--- config.mk ---
export PLATFORM = sky130hd
export DESIGN_NAME = dbg_abs_engine
export DESIGN_NICKNAME = d
export VERILOG_FILES = /design/src/rtl/dbg_abs_pkg.sv /design/src/rtl/dbg_cmd_decode.sv /design/src/rtl/dbg_hart_seq.sv /design/src/rtl/dbg_dmi_regs.sv /design/src/rtl/dbg_abs_engine.sv
export SDC_FILE = /design/constraint.sdc
export NUM_CORES = 1
export LEC_CHECK = 0
export ABC_AREA = 1
export CORE_UTILIZATION = 30
export CTS_CLUSTER_SIZE = 12
export DETAILED_ROUTE_END_ITERATION = 7
export GPL_ROUTABILITY_DRIVEN = 1
export PLACE_DENSITY = 0.6
export SYNTH_ARGS = -nofsm -noshare
export SYNTH_HDL_FRONTEND = slang
export SYNTH_SLANG_ARGS = --single-unit
--- constraint.sdc ---
create_clock -name clk -period 2.7 [get_ports clk]
set_input_delay 0.27 -clock clk [delete_from_list [all_inputs] [get_ports clk]]
set_output_delay 0.27 -clock clk [all_outputs]
set_load 0.1 [all_outputs]
--- src/rtl/dbg_abs_pkg.sv ---
package dbg_abs_pkg;
    localparam int DMI_AW    = 7;
    localparam int WORD_W    = 32;
    localparam int REGNO_W   = 16;
    localparam int GPR_COUNT = 32;
    localparam int WIDE_W    = 2 * WORD_W;

    localparam logic [DMI_AW-1:0] ADR_DATA0 = 7'h04;
    localparam logic [DMI_AW-1:0] ADR_DATA1 = 7'h05;
    localparam logic [DMI_AW-1:0] ADR_STAT  = 7'h16;
    localparam logic [DMI_AW-1:0] ADR_CMD   = 7'h17;

    localparam logic [1:0] OP_READ  = 2'd1;
    localparam logic [1:0] OP_WRITE = 2'd2;

    localparam logic [2:0] SZ_32 = 3'd2;
    localparam logic [2:0] SZ_64 = 3'd3;

    localparam logic [REGNO_W-1:0] GPR_BASE = 16'h1000;

    typedef enum logic [2:0] {
        ERR_NONE  = 3'd0,
        ERR_BUSY  = 3'd1,
        ERR_UNSUP = 3'd2,
        ERR_EXC   = 3'd3
    } err_code_e;

    typedef struct packed {
        logic [7:0]         kind;
        logic               rsvd;
        logic [2:0]         size;
        logic               postinc;
        logic               postexec;
        logic               transfer;
        logic               write;
        logic [REGNO_W-1:0] regno;
    } acc_cmd_t;

    typedef struct packed {
        logic [REGNO_W-1:0] regno;
        logic               we;
        logic               wide;
    } hart_op_t;

    typedef enum logic {
        SEQ_IDLE = 1'b0,
        SEQ_WAIT = 1'b1
    } seq_state_e;

    function automatic logic regno_supported(input logic [REGNO_W-1:0] r);
        return r < (GPR_BASE + REGNO_W'(GPR_COUNT));
    endfunction

    function automatic logic [WORD_W-1:0] status_word(input logic busy,
                                                      input logic [2:0] err);
        logic [WORD_W-1:0] w;
        w        = '0;
        w[3:0]   = 4'd2;
        w[10:8]  = err;
        w[11]    = 1'b1;
        w[12]    = busy;
        return w;
    endfunction
endpackage

--- src/rtl/dbg_cmd_decode.sv ---
module dbg_cmd_decode
    import dbg_abs_pkg::*;
(
    input  logic [WORD_W-1:0] cmd_word,
    output logic              unsup,
    output logic              xfer,
    output hart_op_t          op
);
    acc_cmd_t c;
    logic     size_ok;
    logic     opt_bad;

    always_comb begin
        c        = acc_cmd_t'(cmd_word);
        size_ok  = (c.size == SZ_32) || (c.size == SZ_64);
        opt_bad  = (c.kind != 8'd0) || c.rsvd || c.postexec || c.postinc;
        unsup    = opt_bad || (c.transfer && (!size_ok || !regno_supported(c.regno)));
        xfer     = c.transfer;
        op.regno = c.regno;
        op.we    = c.write;
        op.wide  = (c.size == SZ_64);
    end
endmodule

--- src/rtl/dbg_hart_seq.sv ---
module dbg_hart_seq
    import dbg_abs_pkg::*;
(
    input  logic              clk,
    input  logic              rst,
    input  logic              start,
    input  hart_op_t          op_in,
    input  logic [WORD_W-1:0] data0,
    input  logic [WORD_W-1:0] data1,
    output logic              busy,
    output logic              hart_req,
    output hart_op_t          op_out,
    output logic [WIDE_W-1:0] wdata_out,
    input  logic              hart_valid,
    input  logic              hart_fault,
    output logic              done,
    output logic              done_fault
);
    seq_state_e state_q;
    hart_op_t   op_q;
    logic [WIDE_W-1:0] wdata_q;

    always_ff @(posedge clk) begin
        if (rst) begin
            state_q <= SEQ_IDLE;
            op_q    <= '0;
            wdata_q <= '0;
        end else begin
            case (state_q)
                SEQ_IDLE: begin
                    if (start) begin
                        op_q    <= op_in;
                        wdata_q <= op_in.wide ? {data1, data0}
                                              : {{WORD_W{1'b0}}, data0};
                        state_q <= SEQ_WAIT;
                    end
                end
                SEQ_WAIT: begin
                    if (hart_valid) begin
                        state_q <= SEQ_IDLE;
                    end
                end
                default: state_q <= SEQ_IDLE;
            endcase
        end
    end

    assign busy       = (state_q == SEQ_WAIT);
    assign hart_req   = busy;
    assign op_out     = op_q;
    assign wdata_out  = wdata_q;
    assign done       = busy && hart_valid;
    assign done_fault = hart_fault;
endmodule

--- src/rtl/dbg_dmi_regs.sv ---
module dbg_dmi_regs
    import dbg_abs_pkg::*;
(
    input  logic              clk,
    input  logic              rst,
    input  logic              dmi_valid,
    input  logic [DMI_AW-1:0] dmi_addr,
    input  logic [1:0]        dmi_op,
    input  logic [WORD_W-1:0] dmi_wdata,
    output logic [WORD_W-1:0] dmi_rdata,
    input  logic              dec_unsup,
    input  logic              dec_xfer,
    input  logic              busy,
    input  logic              done,
    input  logic              done_fault,
    input  hart_op_t          done_op,
    input  logic [WIDE_W-1:0] done_rdata,
    output logic              start,
    output logic [WORD_W-1:0] data0,
    output logic [WORD_W-1:0] data1,
    output logic [2:0]        cmderr
);
    logic              wr, rd, wr_cmd, wr_data, busy_viol, unsup_hit;
    logic [2:0]        err_d;
    logic [WORD_W-1:0] d0_q, d1_q, rdata_q;
    logic [2:0]        err_q;

    always_comb begin
        wr        = dmi_valid && (dmi_op == OP_WRITE);
        rd        = dmi_valid && (dmi_op == OP_READ);
        wr_cmd    = wr && (dmi_addr == ADR_CMD);
        wr_data   = wr && ((dmi_addr == ADR_DATA0) || (dmi_addr == ADR_DATA1));
        busy_viol = busy && (wr_cmd || wr_data);
        unsup_hit = wr_cmd && !busy && dec_unsup;
        start     = wr_cmd && !busy && (err_q == ERR_NONE) && !dec_unsup && dec_xfer;

        err_d = err_q;
        if (wr && (dmi_addr == ADR_STAT)) begin
            err_d = err_q & ~dmi_wdata[10:8];
        end
        if (err_q == ERR_NONE) begin
            if (busy_viol) begin
                err_d = ERR_BUSY;
            end else if (unsup_hit) begin
                err_d = ERR_UNSUP;
            end else if (done && done_fault) begin
                err_d = ERR_EXC;
            end
        end
    end

    always_ff @(posedge clk) begin
        if (rst) begin
            d0_q  <= '0;
            d1_q  <= '0;
            err_q <= ERR_NONE;
        end else begin
            err_q <= err_d;
            if (done) begin
                if (!done_fault && !done_op.we) begin
                    d0_q <= done_rdata[WORD_W-1:0];
                    if (done_op.wide) begin
                        d1_q <= done_rdata[WIDE_W-1:WORD_W];
                    end
                end
            end else if (wr && !busy) begin
                if (dmi_addr == ADR_DATA0) d0_q <= dmi_wdata;
                if (dmi_addr == ADR_DATA1) d1_q <= dmi_wdata;
            end
        end
    end

    always_ff @(posedge clk) begin
        if (rst) begin
            rdata_q <= '0;
        end else if (rd) begin
            case (dmi_addr)
                ADR_DATA0: rdata_q <= d0_q;
                ADR_DATA1: rdata_q <= d1_q;
                ADR_STAT:  rdata_q <= status_word(busy, err_q);
                default:   rdata_q <= '0;
            endcase
        end
    end

    assign dmi_rdata = rdata_q;
    assign data0     = d0_q;
    assign data1     = d1_q;
    assign cmderr    = err_q;
endmodule

--- src/rtl/dbg_abs_engine.sv ---
module dbg_abs_engine
    import dbg_abs_pkg::*;
(
    input  logic              clk,
    input  logic              rst,
    input  logic              dmi_valid,
    input  logic [DMI_AW-1:0] dmi_addr,
    input  logic [1:0]        dmi_op,
    input  logic [WORD_W-1:0] dmi_wdata,
    output logic [WORD_W-1:0] dmi_rdata,
    output logic              hart_req,
    output logic [REGNO_W-1:0] hart_regno,
    output logic              hart_we,
    output logic              hart_wide,
    output logic [WIDE_W-1:0] hart_wdata,
    input  logic              hart_valid,
    input  logic              hart_fault,
    input  logic [WIDE_W-1:0] hart_rdata
);
    logic              dec_unsup, dec_xfer, start, busy, done, done_fault;
    logic [WORD_W-1:0] data0, data1;
    logic [2:0]        cmderr;
    hart_op_t          dec_op, cur_op;

    dbg_cmd_decode u_dec (
        .cmd_word (dmi_wdata),
        .unsup    (dec_unsup),
        .xfer     (dec_xfer),
        .op       (dec_op)
    );

    dbg_hart_seq u_seq (
        .clk        (clk),
        .rst        (rst),
        .start      (start),
        .op_in      (dec_op),
        .data0      (data0),
        .data1      (data1),
        .busy       (busy),
        .hart_req   (hart_req),
        .op_out     (cur_op),
        .wdata_out  (hart_wdata),
        .hart_valid (hart_valid),
        .hart_fault (hart_fault),
        .done       (done),
        .done_fault (done_fault)
    );

    dbg_dmi_regs u_regs (
        .clk        (clk),
        .rst        (rst),
        .dmi_valid  (dmi_valid),
        .dmi_addr   (dmi_addr),
        .dmi_op     (dmi_op),
        .dmi_wdata  (dmi_wdata),
        .dmi_rdata  (dmi_rdata),
        .dec_unsup  (dec_unsup),
        .dec_xfer   (dec_xfer),
        .busy       (busy),
        .done       (done),
        .done_fault (done_fault),
        .done_op    (cur_op),
        .done_rdata (hart_rdata),
        .start      (start),
        .data0      (data0),
        .data1      (data1),
        .cmderr     (cmderr)
    );

    assign hart_regno = cur_op.regno;
    assign hart_we    = cur_op.we;
    assign hart_wide  = cur_op.wide;
endmodule

* Yosys cells after proc, flatten, opt, wreduce, memory -nomap -nowiden
Cells that the tools add are included.
** Operators by class
- Add/subtract/negate cells :: 0
- Multipliers :: 0
- Equality and inequality tests :: 10
- Bitwise operators :: 3
- Divide/modulo/power cells :: 0
- Multiplexer cells :: 19
- Shift operators :: 0
- Order comparisons :: 1
- Reduce and logical (&&, ||, !) cells :: 38
** Operators by type and width (number)
- 2-to-1 mux 32 bit :: 9
- one-hot mux 32 bit (3 select lines) :: 1
- 2-to-1 mux 64 bit :: 1
- logical AND 1 bit :: 16
- < comparator 16 x 13 -> 1 bit (second input constant) :: 1
- 2-to-1 mux 3 bit :: 5
- == test 7 x 3 -> 1 bit (second input constant) :: 2
- == test 7 x 5 -> 1 bit (second input constant) :: 2
- logical OR 1 bit :: 8
- nonzero test 8 bit :: 1
- == test 3 x 2 -> 1 bit (second input constant) :: 2
- zero test 1 bit :: 6
- nonzero test 2 bit :: 3
- != test 2 bit (second input constant) :: 2
- AND reduction 4 bit :: 1
- AND 3 bit :: 1
- zero test 3 bit :: 1
- NOT 3 bit :: 1
- AND reduction 3 bit :: 1
- == test 2 x 1 -> 1 bit (second input constant) :: 1
- == test 2 bit (second input constant) :: 1
- 2-to-1 mux 1 bit :: 2
- one-hot mux 1 bit (2 select lines) :: 1
- AND reduction 2 bit :: 1
- NOT 1 bit :: 1
** Word-level totals
- Memory bits (read-only) :: 0
- Word-level logic and storage cells :: 80
- Output and inout bits :: 115
- Memory bits (writable) :: 0
- Memories :: 0
- Register bits :: 182
- Bits in latches :: 0

* Depth between registers and ports, before layout
- Depth in word-level cells :: 11
- Mapped depth :: 12

* Hierarchy
A second synthesis with hierarchy kept.
** Unflattened totals
- Cell total of the unflattened synthesis :: 1369
- Area total of the unflattened synthesis :: 8634.5 µm²
** Modules (own cells, without submodules)
- dbg_dmi_regs :: times used 1, area each 4654.5 µm², cells an instance 725, seq. area each 1981.9 µm²
- dbg_hart_seq :: times used 1, area each 3748.6 µm², cells an instance 603, seq. area each 1661.6 µm²
- dbg_cmd_decode :: times used 1, area each 231.5 µm², cells an instance 41, seq. area each 0.0 µm²

* Worst setup path before layout
Ideal clock, no wire load.
- Path type :: register to register
- From :: register u_seq.state_q (netlist: u_seq.busy)
- To :: register u_regs.d1_q[23] (netlist: u_regs.data1[23])
- Arrival :: 2.162 ns
- Setup slack :: 0.409 ns
- Cell stages (with the launch flop) :: 9
- Buffers on the path :: 2
- Clock period less this slack :: 2.291 ns
- Required time :: 2.572 ns
- Library setup time :: 0.128 ns
- Path through :: dfxtp_1 > buf_4 > nand2_4 > nor3_2 > o21bai_4 > o211ai_4 > clkbuf_1 > o21ai_0 > a21oi_1
** On the way
- Word-level cells in the longest chain between the ends :: 4
- Elaborated cells between the ends (all ways) :: 9
** Ends and longest elaborated chain
- start, declared :: line dbg_hart_seq.sv:19 : seq_state_e state_q;
- start signal, assigned :: line dbg_hart_seq.sv:25 : state_q <= SEQ_IDLE;
- start signal, assigned :: line dbg_hart_seq.sv:35 : state_q <= SEQ_WAIT;
- start signal, assigned :: line dbg_hart_seq.sv:40 : state_q <= SEQ_IDLE;
- zero test 1 bit :: line dbg_dmi_regs.sv:66 : end else if (wr && !busy) begin
- logical AND 1 bit :: line dbg_dmi_regs.sv:66
- nonzero test 2 bit (no source line)
- AND reduction 4 bit (no source line)
- end signal, assigned :: line dbg_dmi_regs.sv:63 : d1_q <= done_rdata[WIDE_W-1:WORD_W];
- end signal, assigned :: line dbg_dmi_regs.sv:68 : if (dmi_addr == ADR_DATA1) d1_q <= dmi_wdata;
- end, declared :: line dbg_dmi_regs.sv:25 : logic [WORD_W-1:0] d0_q, d1_q, rdata_q;
Parallel ways exist; a longest one is shown, timed or not.
A chain may end at the register's enable or synchronous reset.

* Worst setup path after layout
- From :: register u_seq.state_q (netlist: u_seq.busy)
- To :: register u_regs.d1_q[0] (netlist: u_regs.data1[0])
Same word-level chain as after synthesis.

==> impl_metrics.sql <==
INSERT INTO impl_metrics (metric_group, metric, value, unit) VALUES
('detailed_routing', 'route.antenna.remaining_nets', '0', ''),
('logic_synthesis', 'warnings_from_yosys', '0', ''),
('clock_tree', 'post_cts_resized', '0', ''),
('global_routing', 'grt_pass1_wl', '41600', 'um'),
('placed_design', 'place_congestion', '0.833', ''),
('flow_run', 'max_cap_viols', '0', ''),
('clock_tree', 'number_of_h_tree_levels', '4', ''),
('power_and_ir_drop', 'powerDensity', '510', 'nW/um^2'),
('global_routing', 'first_global_vias', '7433', ''),
('detailed_routing', 'finalWirelength', '27200', 'um'),
('global_routing', 'antenna_found_initial', '2', ''),
('floorplanning', 'boundaryPins', '225', ''),
('timing', 'max_slew.worst_pin.slew', '0.855', 'ns'),
('power_and_ir_drop', 'switching_share', '24.4', '%'),
('logic_synthesis', 'portion_of_the_post_synthesis_area_used_by_sequential_elements', '45.8', '%'),
('detailed_routing', 'remaining_drc_errors', '0', ''),
('timing', 'grt_setup_unrepaired', 'false', ''),
('power_and_ir_drop', 'vdd_drop_max', '0.335', 'mV'),
('logic_synthesis', 'synth_enable_flop_cells', '0', ''),
('clock_tree', 'clk_pin_slew', '0.07', 'ns'),
('floorplanning', 'die_w', '165', 'um'),
('status', 'outcome', 'completed', ''),
('critical_path', 'required', '3.01', 'ns'),
('logic_synthesis', 'netlist_area', '7950', 'um^2'),
('power_and_ir_drop', 'power_frac_clock', '44.5', '%'),
('floorplanning', 'placement_rows', '59', ''),
('logic_synthesis', 'yosys_register_bits', '182', ''),
('critical_path', 'endpoint_kind', 'register', ''),
('floorplanning', 'floorplan.initialDensity', '30.5', '%'),
('clock_tree', 'post-cts-setup-buffer-count', '0', ''),
('clock_tree', 'cts_tree', 'done', ''),
('placed_design', 'placement.setup.worst_slack', '0.331', 'ns'),
('floorplanning', 'core_area', '26100', 'um^2'),
('critical_path', 'path_max_fanout', '28', ''),
('timing', 'timing.max_slew.rel_slack', '42.9', '%'),
('power_and_ir_drop', 'static-leakage-power', '4.71', 'nW'),
('clock_tree', 'cts_buffer_depth', '2', ''),
('final_layout', 'synthesis_to_finish_area_growth', '35.4', '%'),
('detailed_routing', 'met3RoutedLength', '1580', 'um'),
('timing', 'number_of_max_slew_violations_in_the_final_report', '0', ''),
('floorplanning', 'die-height', '165', 'um'),
('power_and_ir_drop', 'logic_gate_share_of_total_power', '6.5', '%'),
('critical_path', 'startpoint_type', 'register', ''),
('critical_path', 'worst-endpoint-arrival', '2.26', 'ns'),
('detailed_routing', 'dr.pass1.iters', '5', ''),
('detailed_routing', 'metal2_wl', '12200', 'um'),
('clock_tree', 'clock_sinks', '182', ''),
('placed_design', 'hpwlAfterDp', '19400', 'um'),
('power_and_ir_drop', 'intPower', '0.00415', 'W'),
('power_and_ir_drop', 'reported_net_switching_power', '0.00134', 'W'),
('logic_synthesis', 'synth_flop_cell', 'dfxtp_1', ''),
('final_layout', 'num-nets-final', '1455', ''),
('timing', 'worst_clk_skew', '0.0132', 'ns'),
('timing', 'max_freq', '513', 'MHz'),
('timing', 'post-route-worst-setup-slack', '0.750', 'ns'),
('detailed_routing', 'average_wire_per_cell_in_the_routed_design', '16.0', 'um'),
('clock_tree', 'cts_root_buf', 'clkbuf_16', ''),
('placed_design', 'buffer_ports.inserted', '224', ''),
('timing', 'final_setup_violation_count', '0', ''),
('final_layout', 'fillers', '2755', ''),
('logic_synthesis', 'mappedNetlistNets', '1268', ''),
('detailed_routing', 'route.top_layer_used', 'met4', ''),
('logic_synthesis', 'yosysUniqueCellTypes', '31', ''),
('detailed_routing', 'detailed_route_wire_length_on_metal_1', '12800', 'um'),
('logic_synthesis', 'synth-async-reset-ratio', '0', '%'),
('detailed_routing', 'total_via_count_after_detailed_routing', '7951', ''),
('clock_tree', 'numCtsBuffers', '17', ''),
('power_and_ir_drop', 'p_seq_share', '48.9', '%'),
('detailed_routing', 'post_drt_via_cell_ratio', '4.69', ''),
('logic_synthesis', 'post-synth-top-count-cell', 'nand2_1', ''),
('global_routing', 'maximum_number_of_pins_on_one_net_before_global_route_repair', '69', '');
[cell usage in the layout (no fill, tap or decap), types with 2 or more instances in the layout]
master and n:
nand2_1 338, dfxtp_1 181, buf_4 135, a21oi_1 121
inv_1 120, nor2_1 111, clkdlybuf4s50_1 107, nand3_1 85
o21ai_0 60, o22ai_1 20, clkbuf_16 17, o211a_1 12
nor3_2 4, o21ai_1 4, o211ai_1 4, inv_6 4
inv_2 3, nand4_1 3, clkinv_4 3, inv_8 3
clkbuf_8 3, buf_12 3, diode_2 2, clkinvlp_4 2
buf_2 2
[state kept, by name (all words and copies together) (netlist names)]
register	cells
u_regs.dmi_rdata	32
u_seq.op_out	18
u_regs.cmderr	3
u_seq.wdata_out	64
u_regs.data1	32
u_regs.data0	32
u_seq.busy	1
[per-layer routing]
layer | vias up | global-route usage (%)
met3 | 33 | 3.31
li1 | 4050 | -
met2 | 229 | 31.6
met1 | 3639 | 27.7
met5 | - | 0
met4 | 0 | 7.59
[critical path, cell delays in order (launching register included)]
cell      delay (ns)
dfxtp_2         0.35
nand2_4         0.18
nor3_2          0.28
o21bai_4        0.21
o211ai_4        0.29
buf_12          0.28
o21ai_0         0.18
a21oi_1         0.05
[layout make-up]
cell class,count,area (um^2),area share [%]
tap,335,419,3.89
multi-input combinational,773,3500,32.5
inverter,124,467,4.34
clock buffer,20,467,4.34
antenna,2,5.00,0.0465
sequential,182,3640,33.9
clock inverter,12,110,1.02
timing repair buffer,247,2150,20.0
[power groups by stage]
stage / logic [W] / registers (W) / clock network (W)
2_1_floorplan: 0.000119 / 0.00275 / 0
6_report: 0.000359 / 0.00268 / 0.00244
3_5_place_dp: 0.000359 / 0.00275 / 0
5_1_grt: 0.000388 / 0.00268 / 0.00261
3_3_place_gp: 0.000358 / 0.00275 / 0
4_1_cts: 0.000360 / 0.00268 / 0.00250
[cells by family (layout without fill, tap and decap cells)]
kind of cell	count (synthesis)	count (layout)	synth area share [%]
AO/OA/AOI/OAI	224	224	15.7
flip-flops	182	182	45.8
other	0	2	0
buffers and inverters	203	403	10.4
AND/OR/NAND/NOR	549	549	28.0
[metrics by stage]
| stage | hold WS [ns] | total power, W | area (um^2) | utilization (%) | std cells |
|---|---|---|---|---|---|
| 5_1_grt | 0.476 | 0.00568 | 10800 | 41.3 | 1695 |
| 3_3_place_gp | 0.445 | 0.00311 | 10200 | 39.1 | 1661 |
| 2_1_floorplan | 0.405 | 0.00287 | 7950 | - | 1158 |
| 4_1_cts | 0.461 | 0.00554 | 10800 | 41.3 | 1693 |
| 6_report | 0.460 | 0.00549 | 10800 | 41.3 | 1695 |
| 3_5_place_dp | 0.451 | 0.00311 | 10200 | 39.1 | 1661 |
[path summary, 6_finish.rpt]
check / start / cells after the start / end
worst min register to register: u_seq.op_out[17]$_SDFFE_PP0P_ / 2 / u_seq.op_out[17]$_SDFFE_PP0P_
worst max register to register: u_seq.busy$_SDFF_PP0_ / 7 / u_regs.data1[0]$_SDFFE_PP0P_
worst min-delay path: u_seq.op_out[17]$_SDFFE_PP0P_ / 2 / u_seq.op_out[17]$_SDFFE_PP0P_
worst max-delay path: u_seq.busy$_SDFF_PP0_ / 7 / u_regs.data1[0]$_SDFFE_PP0P_
(Power assumes the default switching activity.)
